<file path="config.mk">
export PLATFORM = sky130hd
export DESIGN_NAME = cfg_shadow_guard
export DESIGN_NICKNAME = d
export VERILOG_FILES = /design/src/rtl/cfgs_pkg.sv /design/src/rtl/cfgs_ctrl.sv /design/src/rtl/cfgs_store.sv /design/src/rtl/cfgs_cmp.sv /design/src/rtl/cfgs_fault.sv /design/src/rtl/cfg_shadow_guard.sv
export SDC_FILE = /design/constraint.sdc
export NUM_CORES = 1
export LEC_CHECK = 0
export BUFFER_PORTS_ARGS = -buffer_cell sky130_fd_sc_hd__buf_2
export CAP_MARGIN = 0
export CORE_UTILIZATION = 52
export DETAILED_ROUTE_END_ITERATION = 16
export PLACE_DENSITY = 0.88
export SETUP_SLACK_MARGIN = 0.4
export SLEW_MARGIN = 20
export SYNTH_ARGS = -nofsm -noshare
export SYNTH_HDL_FRONTEND = slang
export SYNTH_SLANG_ARGS = --single-unit
export TNS_END_PERCENT = 1
</file>
<file path="constraint.sdc">
create_clock -name clk -period 1.5 [get_ports clk]
set_clock_uncertainty 0.05 [all_clocks]
set_input_delay 0.075 -clock clk [delete_from_list [all_inputs] [get_ports clk]]
set_output_delay 0.075 -clock clk [all_outputs]
set_load 0.01 [all_outputs]
</file>
<file path="src/rtl/cfgs_pkg.sv">
package cfgs_pkg;
  typedef enum logic {
    TGT_PRIMARY = 1'b0,
    TGT_SHADOW  = 1'b1
  } inj_tgt_e;
endpackage

</file>
<file path="src/rtl/cfgs_ctrl.sv">
module cfgs_ctrl
  import cfgs_pkg::*;
(
  input  logic clk,
  input  logic rst,
  input  logic load_en,
  input  logic inj_en,
  input  logic inj_sel,
  output logic load_now,
  output logic inj_prim,
  output logic inj_shad,
  output logic locked
);
  logic locked_q;

  assign load_now = load_en & ~locked_q;
  assign inj_prim = inj_en & ~load_now & (inj_tgt_e'(inj_sel) == TGT_PRIMARY);
  assign inj_shad = inj_en & ~load_now & (inj_tgt_e'(inj_sel) == TGT_SHADOW);

  always_ff @(posedge clk) begin
    if (rst)           locked_q <= 1'b0;
    else if (load_now) locked_q <= 1'b1;
  end

  assign locked = locked_q;
endmodule

</file>
<file path="src/rtl/cfgs_store.sv">
module cfgs_store #(
  parameter int W = 16
) (
  input  logic         clk,
  input  logic         rst,
  input  logic         load_now,
  input  logic [W-1:0] load_data,
  input  logic         inj_prim,
  input  logic         inj_shad,
  input  logic [W-1:0] inj_mask,
  output logic [W-1:0] prim,
  output logic [W-1:0] shad
);
  for (genvar i = 0; i < W; i++) begin : g_cell
    logic p_q, s_q;
    always_ff @(posedge clk) begin
      if (rst) begin
        p_q <= 1'b0;
        s_q <= 1'b1;
      end else if (load_now) begin
        p_q <= load_data[i];
        s_q <= ~load_data[i];
      end else begin
        if (inj_prim) p_q <= p_q ^ inj_mask[i];
        if (inj_shad) s_q <= s_q ^ inj_mask[i];
      end
    end
    assign prim[i] = p_q;
    assign shad[i] = s_q;
  end
endmodule

</file>
<file path="src/rtl/cfgs_cmp.sv">
module cfgs_cmp #(
  parameter int W = 16
) (
  input  logic [W-1:0] prim,
  input  logic [W-1:0] shad,
  output logic         mismatch
);
  logic [W-1:0] pair_ok;
  assign pair_ok  = prim ^ shad;
  assign mismatch = ~(&pair_ok);
endmodule

</file>
<file path="src/rtl/cfgs_fault.sv">
module cfgs_fault (
  input  logic clk,
  input  logic rst,
  input  logic mismatch,
  output logic fault,
  output logic reset_req
);
  logic fault_q, req_q;

  always_ff @(posedge clk) begin
    if (rst) begin
      fault_q <= 1'b0;
      req_q   <= 1'b0;
    end else begin
      fault_q <= fault_q | mismatch;
      req_q   <= mismatch & ~fault_q;
    end
  end

  assign fault     = fault_q;
  assign reset_req = req_q;
endmodule

</file>
<file path="src/rtl/cfg_shadow_guard.sv">
module cfg_shadow_guard #(
  parameter int CFG_W = 16
) (
  input  logic             clk,
  input  logic             rst,
  input  logic             load_en,
  input  logic [CFG_W-1:0] load_data,
  input  logic             inj_en,
  input  logic             inj_sel,
  input  logic [CFG_W-1:0] inj_mask,
  output logic [CFG_W-1:0] cfg_value,
  output logic             cfg_valid,
  output logic             fault,
  output logic             reset_req
);
  logic load_now, inj_prim, inj_shad, locked, mismatch;
  logic [CFG_W-1:0] prim, shad;

  cfgs_ctrl u_ctrl (
    .clk(clk), .rst(rst), .load_en(load_en), .inj_en(inj_en), .inj_sel(inj_sel),
    .load_now(load_now), .inj_prim(inj_prim), .inj_shad(inj_shad), .locked(locked)
  );

  cfgs_store #(.W(CFG_W)) u_store (
    .clk(clk), .rst(rst), .load_now(load_now), .load_data(load_data),
    .inj_prim(inj_prim), .inj_shad(inj_shad), .inj_mask(inj_mask),
    .prim(prim), .shad(shad)
  );

  cfgs_cmp #(.W(CFG_W)) u_cmp (.prim(prim), .shad(shad), .mismatch(mismatch));

  cfgs_fault u_fault (
    .clk(clk), .rst(rst), .mismatch(mismatch), .fault(fault), .reset_req(reset_req)
  );

  assign cfg_value = prim;
  assign cfg_valid = locked;
endmodule

</file>
Word level (Yosys, flattened, before mapping)
Index checks and enable logic that the tools add are counted.
Cells by class
  mux-type cells: 64
  bitwise operators: 60
  reduce and logical (&&, ||, !) cells: 3
Operator list (count)
  $mux W1: 64
  $xor A1 B1 Y1: 32
  $not A1 Y1: 21
  $reduce_and A16 Y1: 1
  $xor A16 B16 Y16: 1
  $and A1 B1 Y1: 5
  $reduce_bool A2 Y1: 2
  $or A1 B1 Y1: 1
Word-level totals
  bits in registers: 35
  bits of input ports: 37
  output and inout bits: 19
  logic and storage cells: 162

Logic depth before layout (Yosys ltp)
  depth in word-level cells: 7
  gate-level depth with buffers: 5
  gate-level depth less buffers: 4

Cells and area by module
A second synthesis with hierarchy kept.
Second synthesis, totals
  cell total of the unflattened synthesis: 240
  area total of the unflattened synthesis: 2443.6 um2
Modules (own cells, without submodules)
  cfgs_store: instances 1, cells each 208, area each 2148.3 um2
  cfgs_cmp: instances 1, cells each 21, area each 171.4 um2
  cfgs_fault: instances 1, cells each 4, area each 62.6 um2
  cfgs_ctrl: instances 1, cells each 7, area each 61.3 um2

Worst setup path after synthesis
No wires, ideal clock.
  kind: register to register
  start: reg u_store.g_cell[7].p_q
  end: reg u_fault.fault_q, in the netlist u_fault.fault
  library setup time: 132 ps
  arrival time: 990 ps
  slack: 328 ps
  stages on the path, launching flop included: 5
  path buffers: 0
  clock period less this slack: 1172 ps
  cells stage by stage: dfxtp_1 xor2_1 nand4_1 nor4_2 a21oi_1
Between the ends
  word-level cells in the longest chain between the ends: 4
RTL lines
  from (decl): RTL line cfgs_store.sv:15  | logic p_q, s_q;
  from (signal assigned): RTL line cfgs_store.sv:21  | p_q <= load_data[i];
  from (signal assigned): RTL line cfgs_store.sv:24  | if (inj_prim) p_q <= p_q ^ inj_mask[i];
  $xor A16 B16 Y16: RTL line cfgs_cmp.sv:9  | assign pair_ok = prim ^ shad;
  $reduce_and A16 Y1: RTL line cfgs_cmp.sv:10  | assign mismatch = ~(&pair_ok);
  $not A1 Y1: RTL line cfgs_cmp.sv:10
  $or A1 B1 Y1: RTL line cfgs_fault.sv:15  | fault_q <= fault_q | mismatch;
  to (signal assigned): RTL line cfgs_fault.sv:15
  to (decl): RTL line cfgs_fault.sv:8  | logic fault_q, req_q;
Every way passes these cells.
A chain may end at the register's enable or synchronous reset.

Final worst setup path
  start: reg u_store.g_cell[9].s_q
  end: reg u_fault.fault_q, in the netlist u_fault.fault
Between the ends
  word-level cells in the longest chain between the ends: 4
RTL lines
  from (decl): RTL line cfgs_store.sv:15
  from (signal assigned): RTL line cfgs_store.sv:22  | s_q <= ~load_data[i];
  from (signal assigned): RTL line cfgs_store.sv:25  | if (inj_shad) s_q <= s_q ^ inj_mask[i];
  $xor A16 B16 Y16: RTL line cfgs_cmp.sv:9
  $reduce_and A16 Y1: RTL line cfgs_cmp.sv:10
  $not A1 Y1: RTL line cfgs_cmp.sv:10
  $or A1 B1 Y1: RTL line cfgs_fault.sv:15
Every way passes these cells.

==> impl_metrics.csv <==
group,metric,value,unit
clock_tree,cts_tree,"done",
synth,synth-seq-cells,35,
drt,detail_route.wirelength,4.736,mm
clock_tree,clock_latency,290,ps
cells_and_area,n_fill_cell,270,
floorplan,num_rows,21,
clock_tree,cts_buffers,5,
floorplan,die_area,0.004025,mm^2
synth,yosys.cell_count.top_type,"dfxtp_1",
critical_path,required,1600,ps
synth,synthFlopType,"dfxtp_1",
synth,yosysTopAreaCell,"dfxtp_1",
global_route,first_global_vias,1684,
drt,routed_via_density,5.132,
critical_path,critPathKind,"reg2reg",
cells_and_area,fin_util,72.04,%
floorplan,start_util,56.60,%
sta,hold_ws,143.3,ps
sta,rsz0062_at_grt,"yes",
sta,min_period,1276,ps
floorplan,design.core.area,0.003468,mm^2
critical_path,worstSetupEndpointType,"flop",
sta,setup_viol,0,
drt,routedWlPerCell,13.93,um
drt,drt-initial-drc-count,61,
clock_tree,cts-htree-levels,2,
clock_tree,clock_path_buffers,2,
synth,yosysUniqueCellTypes,19,
floorplan,die_h,63.45,um
floorplan,die_w,63.45,um
power,p_leak,1.025,nW
cells_and_area,area_growth,27.28,%
clock_tree,cts_root_buffer,"clkbuf_8",
status,status,"finished, final reports clean",
drt,antenna_left,0,
drt,drt_pass1_iterations,4,
placed_design,gp_congestion,0.7418,
synth,syn_area,0.001963,mm^2
global_route,grt_pass1_wl,7.576,mm
cells_and_area,drive_gt1_share,32.65,%
placed_design,io_buffers,55,
drt,remaining_drc_errors,0,
sta,setup_tns,0,ps
global_route,grt_usage,24.59,%
sta,hold_violations,0,
synth,synth_area_per_cell,8.248,um^2
synth,syn-num-nets,275,
power,powerDensity,948.2,mW/mm^2
clock_tree,clock_sinks,35,
sta,slew_headroom,62.40,%
cells_and_area,insertedDiodeCount,0,
clock_tree,clkTransAtPathRegs,70,ps
floorplan,ioPinCount,56,
hold_path,hp-class,"in2reg",
power,ir_drop,0.4850,mV
synth,ys_warn_count,0,
critical_path,cp.arrival,1370,ps
cells_and_area,nets,330,
sta,tightest_slew,564.0,ps
drt,routed-via-count,1745,
run,maxCapViolCount,0,
critical_path,crit_fanout,2,
synth,synth-edff-count,0,
sta,fmax,784.0,MHz
synth,netlist_instances,238,
synth,yosysSeqAreaShare,35.69,%
synth,ys_top_cells_by_count,"35 x dfxtp_1, 32 x nand2_1, 32 x xnor2_1",
critical_path,cp-start-kind,"flop",
global_route,grt_max_degree,36,
synth,synthArstFlopShare,0,%
global_route,grt_overflow,0,
sta,final_max_slew_viol_count,0,
global_route,antenna_found_initial,0,
placed_design,hpwl,2.863,mm
synth,synth_top_area_share,35.69,%
synth,synth_area_leaders,"dfxtp_1 36%, xnor2_1 14%, xor2_1 7.1%",
sta,period_share,85.03,%
==> sequential cells by signal, summed over array words and instances (netlist names) <==
signal	cells
u_ctrl.locked	1
u_fault.reset_req	1
u_store.g_cell.p_q	16
u_store.g_cell.s_q	16
u_fault.fault	1
==> stage by stage <==
stage	worst slack, ps	power [mW]	std cells	cell area (um^2)
4_1_cts	220.9	2.360	336	2445
2_1_floorplan	349.7	1.447	238	1971
3_3_place_gp	259.4	1.550	311	2161
3_5_place_dp	224.9	1.565	311	2161
5_1_grt	153.9	2.495	340	2499
6_report	224.5	2.369	340	2499
==> power breakdown <==
part           total, mW  switching, mW  internal, mW
combinational      0.533          0.259         0.274
clock              0.754          0.335         0.419
sequential          1.08         0.0698          1.01
total               2.37          0.664          1.71
==> path summary, 6_finish.rpt <==
kind | start | endpoint | slack [ps] | cells past startpoint
worst max-delay path | u_store.g_cell[9].s_q | u_fault.fault | 220 | 4
worst min-delay path | inj_mask[3] | u_store.g_cell[3].p_q | 140 | 5
worst max register to register | u_store.g_cell[9].s_q | u_fault.fault | 220 | 4
worst min register to register | u_fault.fault | u_fault.reset_req | 410 | 1
==> worst max-delay path: stages (launching register included) <==
cell and delay [ps]:
dfxtp_1 380, xor2_1 180, nand4_1 150, nor4_2 280, a21oi_1 110
==> routing by layer <==
metal / track usage, % / routed length (um) / share of wire [%] / up-vias
met5: 0 / 0 / 0 / -
met4: 9.943 / 78 / 1.6 / 0
met3: 5.797 / 220 / 4.6 / 7
met2: 41.36 / 2387 / 50 / 55
met1: 29.81 / 2051 / 43 / 810
li1: - / - / - / 873
==> final cells by class <==
type | count | area, um^2 | area share (%)
Sequential cell | 35 | 737.0 | 29.49
Clock buffer | 8 | 100.1 | 4.006
Inverter | 1 | 3.754 | 0.1502
Multi-Input combinational cell | 171 | 1077 | 43.11
Tap cell | 46 | 57.56 | 2.303
Timing Repair Buffer | 79 | 523.0 | 20.93
==> placed cells by master (no fill, tap or decap), types with 7 or more instances in the layout <==
| cell type | n |
|---|---|
| nand3_1 | 16 |
| nand2_1 | 32 |
| a21oi_1 | 17 |
| dfxtp_1 | 10 |
| clkbuf_8 | 7 |
| xnor2_1 | 32 |
| dfxtp_2 | 23 |
| nand3b_1 | 16 |
| buf_2 | 55 |
| nand2b_1 | 17 |
| dlygate4sd3_1 | 17 |
| xor2_1 | 15 |
| o21ai_0 | 15 |
==> repair_timing <==
action	CTS	global route
resized for setup	11	13
hold buffers	17	0
pin swaps	8	7
hold endpoints to repair	17	0
setup endpoints to repair	32	34
setup buffers	0	4
==> kinds of logic (layout without fill, tap and decap cells) <==
group | Yosys count | after routing | share of synthesized area (%)
simple gates | 90 | 90 | 24.67
xor+xnor | 48 | 48 | 21.41
flops | 35 | 35 | 35.69
compound gates | 33 | 33 | 8.413
buf+inv | 32 | 88 | 9.815
No activity file was read; power rests on OpenSTA's default activity.
